## config.mk

```make
export PLATFORM = sky130hd
export DESIGN_NAME = spw_shadow_pagewr
export DESIGN_NICKNAME = d
export VERILOG_FILES = /design/src/rtl/spw_pkg.sv /design/src/rtl/spw_decode.sv /design/src/rtl/spw_page_buf.sv /design/src/rtl/spw_wtimer.sv /design/src/rtl/spw_shadow_pagewr.sv
export SDC_FILE = /design/constraint.sdc
export NUM_CORES = 2
export LEC_CHECK = 0
export CAP_MARGIN = 20
export CORE_MARGIN = 4
export CORE_UTILIZATION = 40
export DETAILED_ROUTE_END_ITERATION = 8
export PLACE_DENSITY = 0.68
export SLEW_MARGIN = 5
export SYNTH_ARGS = -nofsm -noshare
export SYNTH_HDL_FRONTEND = slang
export SYNTH_HIERARCHICAL = 1
export SYNTH_SLANG_ARGS = --single-unit
```

## constraint.sdc

```tcl
create_clock -name clk -period 3.75 [get_ports clk]
set_clock_uncertainty 0.05 [all_clocks]
set_input_delay 0.9375 -clock clk [delete_from_list [all_inputs] [get_ports clk]]
set_output_delay 0.9375 -clock clk [all_outputs]
set_load 0.01 [all_outputs]
```

## src/rtl/spw_pkg.sv

```systemverilog
package spw_pkg;
  typedef logic [7:0][7:0] row_t;

  typedef enum logic [2:0] {
    RG_NONE,
    RG_EE,
    RG_SHD,
    RG_CFG,
    RG_RAM
  } region_e;

  localparam logic [4:0] CTL_PAGE = 5'h1E;
  localparam logic [4:0] RAM_PAGE = 5'h1F;

  // persistent reset image of the control page, byte 0 at the right
  localparam row_t CTL_DEFAULT = {8'h00, 8'h00, 8'h00, 8'h00,
                                  8'h01, 8'hFF, 8'h00, 8'h00};
endpackage

```

## src/rtl/spw_decode.sv

```systemverilog
module spw_decode
  import spw_pkg::*;
#(
  parameter int USER_BYTES = 64,
  parameter int NUM_UP     = USER_BYTES / 8,
  parameter int SLOT_W     = $clog2(NUM_UP + 1)
) (
  input  logic [7:0]        a_i,
  output region_e           kind_o,
  output logic [SLOT_W-1:0] slot_o
);
  localparam logic [8:0] UB = 9'(USER_BYTES);

  always_comb begin
    kind_o = RG_NONE;
    slot_o = '0;
    if ({1'b0, a_i} < UB) begin
      kind_o = RG_EE;
      slot_o = SLOT_W'(a_i[7:3]);
    end else if (a_i[7:3] == CTL_PAGE) begin
      slot_o = SLOT_W'(NUM_UP);
      if (a_i[2] == 1'b0)        kind_o = RG_SHD;
      else if (a_i[1:0] == 2'd0) kind_o = RG_CFG;
      else                       kind_o = RG_EE;
    end else if (a_i[7:3] == RAM_PAGE && a_i[2:0] >= 3'd2) begin
      kind_o = RG_RAM;
    end
  end
endmodule

```

## src/rtl/spw_page_buf.sv

```systemverilog
module spw_page_buf
  import spw_pkg::*;
(
  input  logic       clk,
  input  logic       rst_n,
  input  logic       wr_i,
  input  logic       stop_i,
  input  logic       persist_i,
  input  logic [2:0] off_i,
  input  logic [4:0] page_i,
  input  logic [7:0] wdata_i,
  input  row_t       fresh_i,
  output logic       open_o,
  output logic [4:0] page_o,
  output row_t       row_o,
  output logic       commit_o
);
  logic       open_q, open_n;
  logic       dirty_q, dirty_n, dirty_m;
  logic [4:0] page_q, page_n;
  row_t       row_q, row_n, row_m;
  logic       upd;

  always_comb begin
    row_m   = row_q;
    dirty_m = dirty_q;
    open_n  = open_q;
    page_n  = page_q;
    if (wr_i) begin
      if (!open_q) begin
        row_m   = fresh_i;
        dirty_m = 1'b0;
        open_n  = 1'b1;
        page_n  = page_i;
      end
      if (persist_i) begin
        row_m[off_i] = wdata_i;
        dirty_m      = 1'b1;
      end
    end
    row_n   = row_m;
    dirty_n = dirty_m;
    if (stop_i) begin
      open_n  = 1'b0;
      dirty_n = 1'b0;
    end
  end

  assign upd      = wr_i | stop_i;
  assign commit_o = stop_i & dirty_m;
  assign row_o    = row_m;
  assign open_o   = open_q;
  assign page_o   = page_q;

  always_ff @(posedge clk or negedge rst_n) begin
    if (!rst_n) begin
      open_q  <= 1'b0;
      dirty_q <= 1'b0;
      page_q  <= '0;
      row_q   <= '0;
    end else if (upd) begin
      open_q  <= open_n;
      dirty_q <= dirty_n;
      page_q  <= page_n;
      row_q   <= row_n;
    end
  end


  txn_close_chk: assert property (@(posedge clk) disable iff (!rst_n)
    stop_i |=> (!open_q && !dirty_q));


  page_lock_chk: assert property (@(posedge clk) disable iff (!rst_n)
    (open_q && !stop_i) |=> $stable(page_q));
endmodule

```

## src/rtl/spw_wtimer.sv

```systemverilog
module spw_wtimer #(
  parameter int WRITE_CYCLES = 1000000,
  parameter int CW           = $clog2(WRITE_CYCLES + 1)
) (
  input  logic clk,
  input  logic rst_n,
  input  logic start_i,
  output logic busy_o
);
  logic [CW-1:0] cnt_q, cnt_n;
  logic          cnt_en;

  always_comb begin
    cnt_n = cnt_q;
    if (start_i)            cnt_n = CW'(WRITE_CYCLES);
    else if (cnt_q != '0)   cnt_n = cnt_q - 1'b1;
  end

  assign cnt_en = start_i | (cnt_q != '0);
  assign busy_o = (cnt_q != '0);

  always_ff @(posedge clk or negedge rst_n) begin
    if (!rst_n)      cnt_q <= '0;
    else if (cnt_en) cnt_q <= cnt_n;
  end


  busy_start_chk: assert property (@(posedge clk) disable iff (!rst_n)
    start_i |=> busy_o);
endmodule

```

## src/rtl/spw_shadow_pagewr.sv

```systemverilog
module spw_shadow_pagewr
  import spw_pkg::*;
#(
  parameter int USER_BYTES   = 64,
  parameter int WRITE_CYCLES = 1000000
) (
  input  logic       clk,
  input  logic       rst_n,
  input  logic       wr_en,
  input  logic       rd_en,
  input  logic       stop,
  input  logic       reload,
  input  logic [7:0] addr,
  input  logic [7:0] wdata,
  output logic [7:0] rdata,
  output logic       busy
);
  localparam int NUM_UP    = USER_BYTES / 8;
  localparam int NUM_SLOTS = NUM_UP + 1;
  localparam int SLOT_W    = $clog2(NUM_SLOTS);

  // storage
  row_t [NUM_SLOTS-1:0] ee_q, ee_n;
  logic [3:0][7:0]      shd_q, shd_n;
  logic [5:0][7:0]      ram_q, ram_n;
  logic                 see_q, see_n;
  logic [7:0]           rdata_q, rdata_n;

  // accepted strobes
  logic acc_wr, acc_rd, acc_stop, acc_reload;
  assign acc_wr     = wr_en  & ~busy;
  assign acc_rd     = rd_en  & ~busy;
  assign acc_stop   = stop   & ~busy;
  assign acc_reload = reload & ~busy;

  // effective write address: page locked by the open transaction
  logic              tx_open;
  logic [4:0]        tx_page;
  logic [4:0]        eff_page;
  logic [7:0]        eff_addr;
  region_e           w_kind;
  logic [SLOT_W-1:0] w_slot;
  logic              w_persist;
  row_t              fresh_row, commit_row;
  logic              commit;

  assign eff_page = tx_open ? tx_page : addr[7:3];
  assign eff_addr = {eff_page, addr[2:0]};

  spw_decode #(.USER_BYTES(USER_BYTES)) u_wdec (
    .a_i    (eff_addr),
    .kind_o (w_kind),
    .slot_o (w_slot)
  );

  assign w_persist = (w_kind == RG_EE) | ((w_kind == RG_SHD) & ~see_q);
  assign fresh_row = (w_kind != RG_NONE && w_kind != RG_RAM) ? ee_q[w_slot] : '0;

  spw_page_buf u_pbuf (
    .clk       (clk),
    .rst_n     (rst_n),
    .wr_i      (acc_wr),
    .stop_i    (acc_stop),
    .persist_i (w_persist),
    .off_i     (addr[2:0]),
    .page_i    (addr[7:3]),
    .wdata_i   (wdata),
    .fresh_i   (fresh_row),
    .open_o    (tx_open),
    .page_o    (tx_page),
    .row_o     (commit_row),
    .commit_o  (commit)
  );

  spw_wtimer #(.WRITE_CYCLES(WRITE_CYCLES)) u_timer (
    .clk     (clk),
    .rst_n   (rst_n),
    .start_i (commit),
    .busy_o  (busy)
  );

  // read side
  region_e           r_kind;
  logic [SLOT_W-1:0] r_slot;
  logic [7:0]        r_val;

  spw_decode #(.USER_BYTES(USER_BYTES)) u_rdec (
    .a_i    (addr),
    .kind_o (r_kind),
    .slot_o (r_slot)
  );

  always_comb begin
    case (r_kind)
      RG_EE:   r_val = ee_q[r_slot][addr[2:0]];
      RG_SHD:  r_val = shd_q[addr[1:0]];
      RG_CFG:  r_val = {7'b0, see_q};
      RG_RAM:  r_val = ram_q[addr[2:0] - 3'd2];
      default: r_val = 8'h00;
    endcase
  end

  // next state
  always_comb begin
    ee_n    = ee_q;
    shd_n   = shd_q;
    ram_n   = ram_q;
    see_n   = see_q;
    rdata_n = rdata_q;
    if (commit) ee_n[w_slot] = commit_row;
    if (acc_reload) shd_n = ee_q[NUM_UP][3:0];
    if (acc_wr) begin
      case (w_kind)
        RG_SHD:  shd_n[eff_addr[1:0]] = wdata;
        RG_CFG:  see_n = wdata[0];
        RG_RAM:  ram_n[eff_addr[2:0] - 3'd2] = wdata;
        default: ;
      endcase
    end
    if (acc_rd) rdata_n = r_val;
  end

  logic ee_en, shd_en, ram_en, see_en;
  assign ee_en  = commit;
  assign shd_en = acc_reload | (acc_wr & (w_kind == RG_SHD));
  assign ram_en = acc_wr & (w_kind == RG_RAM);
  assign see_en = acc_wr & (w_kind == RG_CFG);

  always_ff @(posedge clk or negedge rst_n) begin
    if (!rst_n) begin
      for (int s = 0; s < NUM_UP; s++) ee_q[s] <= '0;
      ee_q[NUM_UP] <= CTL_DEFAULT;
    end else if (ee_en) begin
      ee_q <= ee_n;
    end
  end

  always_ff @(posedge clk or negedge rst_n) begin
    if (!rst_n)      shd_q <= CTL_DEFAULT[3:0];
    else if (shd_en) shd_q <= shd_n;
  end

  always_ff @(posedge clk or negedge rst_n) begin
    if (!rst_n)      ram_q <= '0;
    else if (ram_en) ram_q <= ram_n;
  end

  always_ff @(posedge clk or negedge rst_n) begin
    if (!rst_n)      see_q <= 1'b0;
    else if (see_en) see_q <= see_n;
  end

  always_ff @(posedge clk or negedge rst_n) begin
    if (!rst_n)      rdata_q <= '0;
    else if (acc_rd) rdata_q <= rdata_n;
  end

  assign rdata = rdata_q;


  ee_hold_chk: assert property (@(posedge clk) disable iff (!rst_n)
    busy |=> $stable(ee_q));


  vol_hold_chk: assert property (@(posedge clk) disable iff (!rst_n)
    busy |=> ($stable(shd_q) && $stable(ram_q) && $stable(see_q) && $stable(rdata)));


  busy_cause_chk: assert property (@(posedge clk) disable iff (!rst_n)
    $rose(busy) |-> $past(stop));


  shadow_only_chk: assert property (@(posedge clk) disable iff (!rst_n)
    (see_q && acc_wr && !tx_open && stop && w_kind == RG_SHD) |=> !busy);
endmodule

```

==> results list <==
* Cell at the root of the clock tree: sky130_fd_sc_hd__clkbuf_16
* DRT Wirelength: 138000 µm
* Average cell area after synthesis: 12.9 µm²
- Overall fraction of global-route tracks in use: 25.3%
- Maximum clock path buffer count: 3
- Avg Vias per Cell: 6.25
- Reg2Reg Launch Point: u_pbuf/open_o
* Worst-case hold slack: 0.287 ns
* Part of the total power dissipated in combinational logic: 8.8%
- Setup repair after global routing could not meet its margin everywhere.
* Number of search-and-repair iterations in the first detailed-routing pass: 6
- For this run, the number of Yosys warnings is 6.
- Summed over all cells, the static leakage comes to 21.9 nW.
- The number of max-slew violations in the final report was 0.
* Number of enable flip-flop cells after synthesis: 0
* Post-synthesis cell count: 3175
- Wire length of the first global-routing pass: 207000 µm
* Clk pin slew, worst setup/hold paths: 0.06 ns
* Nets: 3575
* Number of nets in the synthesized netlist: 3202
- After legalization and detailed placement, the total HPWL measured 92400 µm.
- By instance count, the cell type seen most on the critical path is sky130_fd_sc_hd__buf_4.
* Place WS: -0.761 ns
- Area growth syn-to-layout: 22.0%
- Sort of element at the start of the critical path: register
- Storage cell area: 18900 µm²
* Worst-case setup margin in the final layout: 0.0651 ns
- Count of unresolved DRC violations after routing: 0
- #FFs+latches synth: 756
- The worst setup path is captured at a register.
- Power share of the sequential group: 46.0%
* Hold Path Class: input port to asynchronous set/reset pin
* Number of buffers added on ports: 30
* Pwr/cell area: 363 nW/µm²
- Leaving out fill and tap cells, the most frequent cell in the layout is sky130_fd_sc_hd__dfrtp_1.
- Net Sw Power: 4.52 mW
- Vias: 31.1k
- Data on the critical path is required at its endpoint by 4.22 ns.
* Worst ir drop on vdd: 0.399 mV
- The clock network accounts for 45.2% of the total power.
- Data on the critical path arrives at its endpoint at 4.15 ns.
* Pin count of the biggest net entering global routing: 87
- Number of global-route vias before repair: 31.9k
- Peak fanout along the critical path: 16
* DRT iter0 DRCs: 3110
- Maximum operating frequency: 271 MHz
* Kind of cell with the highest combined delay on the critical path: buffers and inverters
* Sequential cell area fraction in the yosys report: 46.3%
* Biggest cell delay along the critical path: 0.49 ns
- Measured along the x axis, the die boundary spans 328 µm.
- Commonest non-fill, non-tap cells in the layout: sky130_fd_sc_hd__dfrtp_1, sky130_fd_sc_hd__mux2_2, sky130_fd_sc_hd__buf_4, sky130_fd_sc_hd__mux2i_1, sky130_fd_sc_hd__mux4_2
- The H-tree generated during clock tree synthesis spans 3 levels.
- The number of antenna violations at the first check in global routing was 5.
- The floorplan step defined a die boundary enclosing 108000 µm².
* Routability congestion estimate: 0.921
- After layout, the minimum clock period comes to 3.68 ns.
* Core Rows: 117
- Max-cap violation count: 0
- Tightest Pin Transition: 0.924 ns
- The count of endpoints failing hold in the final timing report was 0.
- Number of nets still failing antenna checks after routing: 0
* Hold-fix buffer count after cts: 0
* CP Buf/Inv Count: 6
- After floorplanning, the core was sized to cover 102000 µm².
- Total setup violations reported at the end of the flow: 0
* Vert. Die Dim: 328 µm
- Clock tree from TritonCTS: done
- Clock tree synthesis found a total of 756 sinks.
- After synthesis, the netlist uses 88 different library cells.
* Top-level I/O count: 31
- The signal on the critical path passes through mux2_4, nand4_4, buf_6, o32ai_4, a21oi_1, nor2_1, buf_4, buf_4, buf_4, nand4bb_1, buf_12, a32oi_1, o211ai_1, buf_4, mux2_2.
* Crit. Startpoint: u_pbuf/open_o
* Filler instances: 8694
* Fraction of layout instances using a drive strength above 1: 44.4%
- Among all flip-flop cells after synthesis, the most frequent one is sky130_fd_sc_hd__dfrtp_1.
- Total internal power: 13.6 mW
- Average wire per standard cell: 27.8 µm
- The mapped netlist covers 40900 µm².
- Portion of the clock cycle consumed by the worst path in the final layout: 98.3%
- In this run the tightest slew margin relative to its limit is 37.7%.
- The critical path in this run is classified as register to register.
- Worst-skew pair later-pin latency: 0.65 ns
- Slowest cell on the critical path: sky130_fd_sc_hd__dfrtp_2
* Initial Util: 40.2%
- Of the total power, the share spent switching nets is 24.9%.
- Summed over all layers, the global routing overflow is 0.
* Cts bufs inserted: 82
- In the final layout, the multi-input gates occupy 20900 µm².
* Result of the run: completed
- Share of synthesized flip-flops with an asynchronous set or reset: 100%
power by group through the flow:
stage | logic, mW | registers [mW] | clock network (mW)
finish | 1.59 | 8.35 | 8.21
global route | 1.68 | 8.36 | 8.62
CTS | 1.54 | 8.35 | 8.31
detailed placement | 1.53 | 8.49 | 0
global placement | 1.51 | 8.49 | 0
floorplan | 0.691 | 8.47 | 0
worst paths after layout:
check / endpoint / slack, ns / cells past startpoint
setup / recovery: ee_q[463] / 0.07 / 15
hold / removal: ram_q[14] / 0.29 / 1
setup reg to reg: ee_q[463] / 0.07 / 15
hold reg to reg: ram_q[3] / 0.45 / 1
max in group asynchronous: ee_q[32] / 2.34 / 2
min in group clk: ram_q[3] / 0.45 / 1
sequential cells by signal, summed over array words and instances, names as in the netlist:
signal	flops
ee_q	576
u_pbuf/row_q	64
ram_q	48
shd_q	32
u_timer/cnt_q	20
rdata	8
u_pbuf/page_o	5
see_q	1
u_pbuf/dirty_q	1
u_pbuf/open_o	1
cell type report:
type                       count  area share [%]
sequential                   756            37.9
inverter                      17           0.128
tap                         1368            3.43
timing repair buffer         568            11.4
clock buffer                 122            4.79
clock inverter                26           0.558
multi-input combinational   2123            41.7
antenna                        1         0.00501
through the flow:
stage | std cells | setup TNS [ns] | utilization [%] | power, mW | cell area (µm²)
2_1_floorplan | 3175 | 0 | - | 9.16 | 41000
3_3_place_gp | 4806 | -368.81 | 46.0 | 10.0 | 46800
3_5_place_dp | 4806 | -369.93 | 46.0 | 10.0 | 46800
4_1_cts | 4964 | -0.00345 | 48.8 | 18.2 | 49600
5_1_grt | 4980 | -0.917 | 49.1 | 18.7 | 50000
6_report | 4981 | 0 | 49.1 | 18.1 | 50000
cells in the mapped netlist, types with 7 or more instances:
cell type                   count  area share (%)
sky130_fd_sc_hd__o211ai_1     118             2.2
sky130_fd_sc_hd__mux4_2       195              11
sky130_fd_sc_hd__a211o_1        7            0.15
sky130_fd_sc_hd__nand2_1       78            0.72
sky130_fd_sc_hd__dfstp_2       18             1.2
sky130_fd_sc_hd__buf_4         28            0.51
sky130_fd_sc_hd__a22oi_1       25            0.46
sky130_fd_sc_hd__mux2_2       650              18
sky130_fd_sc_hd__a211oi_1      11            0.20
sky130_fd_sc_hd__nor2b_1       18            0.28
sky130_fd_sc_hd__clkbuf_1     115             1.1
sky130_fd_sc_hd__inv_1         15            0.14
sky130_fd_sc_hd__mux2i_1      251             6.1
sky130_fd_sc_hd__a22o_1         8            0.17
sky130_fd_sc_hd__a21oi_1      106             1.3
sky130_fd_sc_hd__nor3_1        23            0.28
sky130_fd_sc_hd__a2bb2oi_1     19            0.41
sky130_fd_sc_hd__a221o_1        7            0.17
sky130_fd_sc_hd__nor3b_1        9            0.16
sky130_fd_sc_hd__o22ai_1       39            0.60
sky130_fd_sc_hd__nor2_1       186             1.7
sky130_fd_sc_hd__dfrtp_1      738              45
sky130_fd_sc_hd__nand2b_1       9            0.14
sky130_fd_sc_hd__buf_6         10            0.28
sky130_fd_sc_hd__o2bb2ai_1      8            0.17
sky130_fd_sc_hd__and2_1        11            0.17
sky130_fd_sc_hd__o221ai_1      15            0.32
sky130_fd_sc_hd__a32oi_1       50             1.1
sky130_fd_sc_hd__buf_1         25            0.23
sky130_fd_sc_hd__nand3b_1      12            0.22
sky130_fd_sc_hd__nand3_1       69            0.84
sky130_fd_sc_hd__buf_2         99             1.2
sky130_fd_sc_hd__o21ai_0       68            0.83
sky130_fd_sc_hd__o32ai_1        7            0.15
metal layers:
layer  vias to the layer above  global-route usage (%)  part of all wire [%]
li1                      12979                       -                     -
met1                     16046                    33.6                    39
met2                      1696                    39.4                    45
met3                       421                    6.06                    10
met4                         2                    11.7                   5.3
met5                         -                       0                0.0094
timing repair:
item	4_1_cts	5_1_grt
setup buffers	9	13
setup endpoints to repair	155	577
cloned	1	5
pin swaps	5	11
gates resized for setup	12	32
worst reg2reg max path: cells and delay by family, from the launching register on:
kind	cells	cell delay [ns]
AOI/OAI and AO/OA	4	0.87
buffers and inverters	6	1.03
DFF	1	0.49
muxes	2	0.55
and+or+nand+nor	3	0.59
logic make-up after synthesis:
| family | synth area share [%] |
|---|---|
| fa+ha+maj | 0.153 |
| simple gates | 5.92 |
| compound gates | 9.36 |
| buf+inv | 3.47 |
| mux | 34.8 |
| flops | 46.3 |
(Power assumes the default switching activity.)
